File: src/rtl/usb_af_pkg.sv
// Package: shared widths for the USB device address filter.
// Assumes an 8-bit register bus, which holds one enable bit above a 7-bit address.
package usb_af_pkg;
    localparam int DEV_ADDR_W = 7;
    localparam int EP_NUM_W   = 4;
    localparam int EP_COUNT   = 3;
    localparam int BUS_AW     = 8;
    localparam logic [BUS_AW-1:0] ADDR_REG_OFS = 8'h10;
endpackage

File: src/rtl/usb_af_addr_reg.sv
// Module: usb_af_addr_reg
// Holds the device address register: {enable, address}.
// Assumes a single-cycle register bus. A bus reset beats a firmware write in the same cycle.
module usb_af_addr_reg #(
    parameter int                ADDR_W = usb_af_pkg::DEV_ADDR_W,
    parameter int                BUS_AW = usb_af_pkg::BUS_AW,
    parameter logic [BUS_AW-1:0] REG_OFS = usb_af_pkg::ADDR_REG_OFS,
    localparam int               DW     = ADDR_W + 1
) (
    input  logic              clk,
    input  logic              rst_n,
    input  logic              cpu_sel,
    input  logic              cpu_we,
    input  logic [BUS_AW-1:0] cpu_addr,
    input  logic [DW-1:0]     cpu_wdata,
    input  logic              bus_reset,
    output logic [DW-1:0]     cpu_rdata,
    output logic              reg_en,
    output logic [ADDR_W-1:0] reg_addr
);
    logic          hit_ofs;
    logic [DW-1:0] reg_q;

    // Decode the register offset for both reads and writes.
    assign hit_ofs = cpu_sel && (cpu_addr == REG_OFS);

    // Register update: the resets come first, then the firmware write.
    always_ff @(posedge clk) begin
        if (!rst_n) begin
            reg_q <= '0;
        end else if (bus_reset) begin
            reg_q <= '0;
        end else if (hit_ofs && cpu_we) begin
            reg_q <= cpu_wdata;
        end
    end

    // Read mux: returns the register at its offset and zero elsewhere.
    always_comb begin
        cpu_rdata = hit_ofs ? reg_q : '0;
    end

    // Split the register into its fields for the comparator.
    assign reg_en   = reg_q[DW-1];
    assign reg_addr = reg_q[ADDR_W-1:0];
endmodule

File: src/rtl/usb_af_ep_decode.sv
// Module: usb_af_ep_decode
// Turns an endpoint number into a one-hot select over the implemented endpoints.
// Assumes NUM_EP fits in an EPN_W-bit number. in_range is low for any number outside the set.
module usb_af_ep_decode #(
    parameter int EPN_W  = usb_af_pkg::EP_NUM_W,
    parameter int NUM_EP = usb_af_pkg::EP_COUNT
) (
    input  logic [EPN_W-1:0]  ep_num,
    output logic [NUM_EP-1:0] sel,
    output logic              in_range
);
    // One comparator for each implemented endpoint.
    for (genvar i = 0; i < NUM_EP; i++) begin : g_ep
        assign sel[i] = (ep_num == EPN_W'(i));
    end

    // The number is supported when any comparator fires.
    assign in_range = |sel;
endmodule

File: src/rtl/usb_af_tok_match.sv
// Module: usb_af_tok_match
// Compares a decoded token against the stored address and registers the verdict.
// Assumes tok_* are valid only while tok_valid is high. A token sampled together
// with a bus reset is dropped, because the address it targeted is being cleared.
module usb_af_tok_match #(
    parameter int ADDR_W = usb_af_pkg::DEV_ADDR_W,
    parameter int EPN_W  = usb_af_pkg::EP_NUM_W,
    parameter int NUM_EP = usb_af_pkg::EP_COUNT
) (
    input  logic              clk,
    input  logic              rst_n,
    input  logic              tok_valid,
    input  logic [ADDR_W-1:0] tok_addr,
    input  logic [EPN_W-1:0]  tok_ep,
    input  logic              bus_reset,
    input  logic              reg_en,
    input  logic [ADDR_W-1:0] reg_addr,
    output logic              hit,
    output logic [NUM_EP-1:0] ep_sel,
    output logic              no_resp
);
    logic              for_us;
    logic [NUM_EP-1:0] dec_sel;
    logic              dec_ok;

    // Endpoint decoder for the token's endpoint field.
    usb_af_ep_decode #(
        .EPN_W  (EPN_W),
        .NUM_EP (NUM_EP)
    ) u_dec (
        .ep_num   (tok_ep),
        .sel      (dec_sel),
        .in_range (dec_ok)
    );

    // Address qualification: armed, equal address, valid token, no reset under way.
    assign for_us = tok_valid && reg_en && !bus_reset && (tok_addr == reg_addr);

    // Verdict register: one cycle of hit/select or no-response for each token.
    always_ff @(posedge clk) begin
        if (!rst_n) begin
            hit     <= 1'b0;
            ep_sel  <= '0;
            no_resp <= 1'b0;
        end else begin
            hit     <= for_us && dec_ok;
            ep_sel  <= for_us ? dec_sel : '0;
            no_resp <= for_us && !dec_ok;
        end
    end
endmodule

File: src/rtl/usb_dev_addr_filter.sv
// Module: usb_dev_addr_filter (top)
// Device address register plus token filter. Firmware owns the register, the
// packet decoder supplies tokens, and the endpoint logic consumes ep_sel.
// Assumes every input is synchronous to clk.
module usb_dev_addr_filter #(
    parameter int                ADDR_W  = usb_af_pkg::DEV_ADDR_W,
    parameter int                EPN_W   = usb_af_pkg::EP_NUM_W,
    parameter int                NUM_EP  = usb_af_pkg::EP_COUNT,
    parameter int                BUS_AW  = usb_af_pkg::BUS_AW,
    parameter logic [BUS_AW-1:0] REG_OFS = usb_af_pkg::ADDR_REG_OFS,
    localparam int               DW      = ADDR_W + 1
) (
    input  logic              clk,
    input  logic              rst_n,
    input  logic              cpu_sel,
    input  logic              cpu_we,
    input  logic [BUS_AW-1:0] cpu_addr,
    input  logic [DW-1:0]     cpu_wdata,
    output logic [DW-1:0]     cpu_rdata,
    input  logic              bus_reset,
    input  logic              tok_valid,
    input  logic [ADDR_W-1:0] tok_addr,
    input  logic [EPN_W-1:0]  tok_ep,
    output logic              hit,
    output logic [NUM_EP-1:0] ep_sel,
    output logic              no_resp
);
    logic              reg_en;
    logic [ADDR_W-1:0] reg_addr;

    // Firmware-visible address register.
    usb_af_addr_reg #(
        .ADDR_W  (ADDR_W),
        .BUS_AW  (BUS_AW),
        .REG_OFS (REG_OFS)
    ) u_reg (
        .clk       (clk),
        .rst_n     (rst_n),
        .cpu_sel   (cpu_sel),
        .cpu_we    (cpu_we),
        .cpu_addr  (cpu_addr),
        .cpu_wdata (cpu_wdata),
        .bus_reset (bus_reset),
        .cpu_rdata (cpu_rdata),
        .reg_en    (reg_en),
        .reg_addr  (reg_addr)
    );

    // Token comparator and verdict register.
    usb_af_tok_match #(
        .ADDR_W (ADDR_W),
        .EPN_W  (EPN_W),
        .NUM_EP (NUM_EP)
    ) u_match (
        .clk       (clk),
        .rst_n     (rst_n),
        .tok_valid (tok_valid),
        .tok_addr  (tok_addr),
        .tok_ep    (tok_ep),
        .bus_reset (bus_reset),
        .reg_en    (reg_en),
        .reg_addr  (reg_addr),
        .hit       (hit),
        .ep_sel    (ep_sel),
        .no_resp   (no_resp)
    );
endmodule

File: config.mk
export PLATFORM = sky130hd
export DESIGN_NAME = usb_dev_addr_filter
export DESIGN_NICKNAME = d
export VERILOG_FILES = /design/src/rtl/usb_af_pkg.sv /design/src/rtl/usb_af_addr_reg.sv /design/src/rtl/usb_af_ep_decode.sv /design/src/rtl/usb_af_tok_match.sv /design/src/rtl/usb_dev_addr_filter.sv
export SDC_FILE = /design/constraint.sdc
export NUM_CORES = 1
export LEC_CHECK = 0
export ABC_CLOCK_PERIOD_IN_PS = 3700
export BUFFER_PORTS_ARGS = -buffer_cell sky130_fd_sc_hd__buf_4
export CAP_MARGIN = 5
export CELL_PAD_IN_SITES_DETAIL_PLACEMENT = 2
export CELL_PAD_IN_SITES_GLOBAL_PLACEMENT = 2
export CORE_MARGIN = 5
export CORE_UTILIZATION = 22
export CTS_CLUSTER_DIAMETER = 40
export CTS_CLUSTER_SIZE = 10
export DETAILED_ROUTE_END_ITERATION = 7
export GPL_TIMING_DRIVEN = 1
export PLACE_DENSITY_LB_ADDON = 0.1
export REMOVE_ABC_BUFFERS = 1
export SETUP_SLACK_MARGIN = 0.05
export SLEW_MARGIN = 20
export SYNTH_ARGS = -nofsm -noshare
export SYNTH_HDL_FRONTEND = slang
export SYNTH_SLANG_ARGS = --single-unit
File: constraint.sdc
create_clock -name clk -period 3.7 [get_ports clk]
set_input_delay 0.37 -clock clk [delete_from_list [all_inputs] [get_ports clk]]
set_output_delay 0.37 -clock clk [all_outputs]
set_load 0.05 [all_outputs]
==> summary by stage <==
Status
The run finished with clean final reports.

Die
From bottom edge to top edge, the die measures approximately 65 um. The core area is between 0.002 and 0.003 sq mm. The floorplan step set the die width to approximately 65 um. The initial standard-cell utilization of the core is roughly a quarter. The die covers around 0.0042 sq mm. The top-level I/O count is 46. In this run the core area contains 19 standard-cell rows.

Run
The total of max-cap violations is 0.

STA
The worst clock skew on the final layout is about 0.0024 ns. The post-route fraction of the period consumed by the critical path is between 50 and 60%. The worst-margin pin slew is approximately 0.49 ns.

Adding up every negative setup slack in the final design gives 0 ns. Hold is met by 0.273 ns. The highest achievable clock rate is 500 MHz.

Setup repair after global routing left no endpoint under its margin. The worst path meets setup with roughly 1.7 ns of slack. Subtracting the final worst setup slack from the clock period gives about 2 ns. The total count of max-transition violations in the final report was 0.

Headroom to the max-slew limit came out at about two thirds. The setup violation total in the final timing report is 0. The final hold violation count is 0.

Logic synthesis
The share of the yosys chip area belonging to registers is between 30 and 40%. Yosys mapped a number of flops with a built-in enable equal to 0. The cell area after synthesis is around 660 sq um.

The number of register bits inferred by synthesis is 13. The primary flip-flop cell chosen by synthesis mapping is dfxtp_1. The synthesized area per cell is 8.74 sq um. Ranked by total cell area, the synthesized netlist is headed by dfxtp_1 (40%), xor2_1 (9.4%), and2_1 (7.6%). For this run, asynchronously set or reset flops after synthesis account for 0%. By count the netlist is led by dfxtp_1 (13), nand2_1 (9), nand3_1 (9). The synthesis warning total is 0. In this run, distinct cell masters in the synthesized netlist total 22. The gate count of the mapped netlist is between 70 and 80.

Of all cell types, the one taking the most synthesized area is dfxtp_1. Among all cell types in the netlist, the one instantiated most often is dfxtp_1. The area share of the largest cell type after synthesis is approximately two fifths.

Worst setup path
In this run the worst path has a maximum fanout of 16. STA puts the critical path data arrival time at ~1.6 ns. At the worst endpoint, the required time is 3.33 ns. The worst setup path is of the input pin to output port kind. The endpoint type of the worst setup path is an output port. The sort of element at the start of the critical path is an input pin.

Global routing
The residual overflow from global routing is 0. The aggregate global-route resource usage is ~11%. The number of global-route vias before repair is between 800 and 900.

The initial antenna violation count is 0. The maximum number of pins on one net before global-route repair is 17. The first global-routing pass estimated 3530 um of wire.

Final layout
The layout has roughly 340 filler cells. 0 antenna diodes ended up in the layout. The signed area change from the synthesized netlist to the final layout is 57.3%.

The final layout contains 154 nets. The share of cells above drive strength 1 is around 45%.

Route
The number of nets with antenna violations after detailed routing is 0. After detailed routing, the total wire length is 2090 um. Dividing the detail-routed wire length by the instance count gives around 14 um.

The routed layout has about 700 vias. The first detailed-routing pass ran for 4 iterations. In the routed layout, each cell is associated on average with a via count of around 4.7. For this block, the initial DRC count from the detailed router was 9.

In the routed design, unresolved DRC markers number 0.

Clock tree
Clock-pin slew was measured on the worst setup and hold paths at around 0.080 ns. The later pin in the worst-skew pair is clocked with a latency of 0.28 ns. Counting every sink on the clock net gives 13.

The number of setup buffers added after CTS is 0. The number of gates resized after CTS was 0. CTS built an H-tree with a depth of 1. The clock passes through at most 2 buffers.

TritonCTS built the clock tree. The clock tree root driver cell is clkbuf_4. The quantity of hold-fixing buffers added after cts is 0.

The number of buffers added by the clock tree synthesis step is 3.

Place
The weighted congestion reported at the end of routability-driven placement is between 0.6 and 0.7. Timing analysis after detailed placement gives a worst setup slack of 1.66 ns. Input and output buffers added on the ports amount to between 40 and 50.

After legalization and detailed placement, the total HPWL measured 1770 um.

Pwr
The overall power of the completed layout is approximately 0.00027 W. For this design the ratio of total power to cell area is approximately 260 mW/mm^2. The leakage component of the power is 0.471 nW. The worst vdd rail ir drop is 0.0000894 V.

Min path
In this run the worst hold path is classified as input pin to flip-flop.
[kinds of logic (layout without fill, tap and decap cells)]
logic type	after synthesis	count (layout)	share of synthesized area, %
compound gates	9	9	7.25
xor+xnor	7	7	9.35
buf+inv	4	49	4.20
flops	13	13	39.7
simple gates	42	42	39.5
[where the power goes]
part	switching, W	internal (W)	leakage, nW
Clock	0.0000477	0.0000418	0.0150
Combinational	0.0000136	0.0000259	0.352
Sequential	0.0000000166	0.000140	0.105
Total	0.0000613	0.000207	0.471
[through the flow]
step	utilization, %	cell area, sq um	std cells
2_1_floorplan	-	628	71
3_3_place_gp	35.8	1000	147
3_5_place_dp	35.8	1000	147
4_1_cts	36.8	1030	151
5_1_grt	36.8	1030	151
6_report	36.8	1030	151
[cell type report]
cell class | count | area (sq um) | share of cell area (%)
Timing Repair Buffer | 45 | 338 | 32.8
Tap cell | 31 | 38.8 | 3.76
Sequential cell | 13 | 260 | 25.2
Multi-Input combinational cell | 58 | 368 | 35.7
Clock buffer | 4 | 26.3 | 2.55
[final timing paths]
check                                                  from                           end  slack (ns)  cells past startpoint
worst min-delay path                              tok_ep[0]  u_match.ep_sel[2]$_SDFF_PN0_        0.27                      2
worst max-delay path                            cpu_addr[6]                  cpu_rdata[3]        1.70                      5
worst max register to register  u_reg.reg_q[6]$_SDFFE_PP0P_  u_match.ep_sel[0]$_SDFF_PN0_        2.39                      4
worst min register to register  u_reg.reg_q[7]$_SDFFE_PP0P_   u_reg.reg_q[7]$_SDFFE_PP0P_        0.47                      2
[worst max-delay path, stage by stage]
cell	delay, ns
buf_4	0.10
and4bb_1	0.27
and3_1	0.47
and2_1	0.21
buf_4	0.20
[per-layer routing]
layer	global-route usage (%)	wire length (um)	part of all wire (%)	vias to the layer above
li1	-	-	-	344
met5	0	0	0	-
met2	20.0	1040	50	33
met3	4.84	191	9.1	4
met1	10.5	808	39	326
met4	6.33	46	2.2	0
[flip-flops by register name, indices dropped and copies added, names as in the netlist]
register / count
u_match.hit: 1
u_match.no_resp: 1
u_reg.reg_q: 8
u_match.ep_sel: 3
[cell usage in the layout, fill, tap and decap left out]
master,n
nand4_2,1
and3_1,1
nand4_1,1
and2_1,8
a21oi_1,8
clkbuf_4,3
nor4_2,1
nor2_1,4
dfxtp_1,13
nand2b_4,1
nand3_1,9
and4bb_1,1
a211oi_1,1
buf_4,45
nor2b_1,1
clkbuf_1,1
xor2_1,7
nand2_1,9
nor3b_2,2
nor3_2,1
nor3_1,2
(Power assumes the default switching activity.)
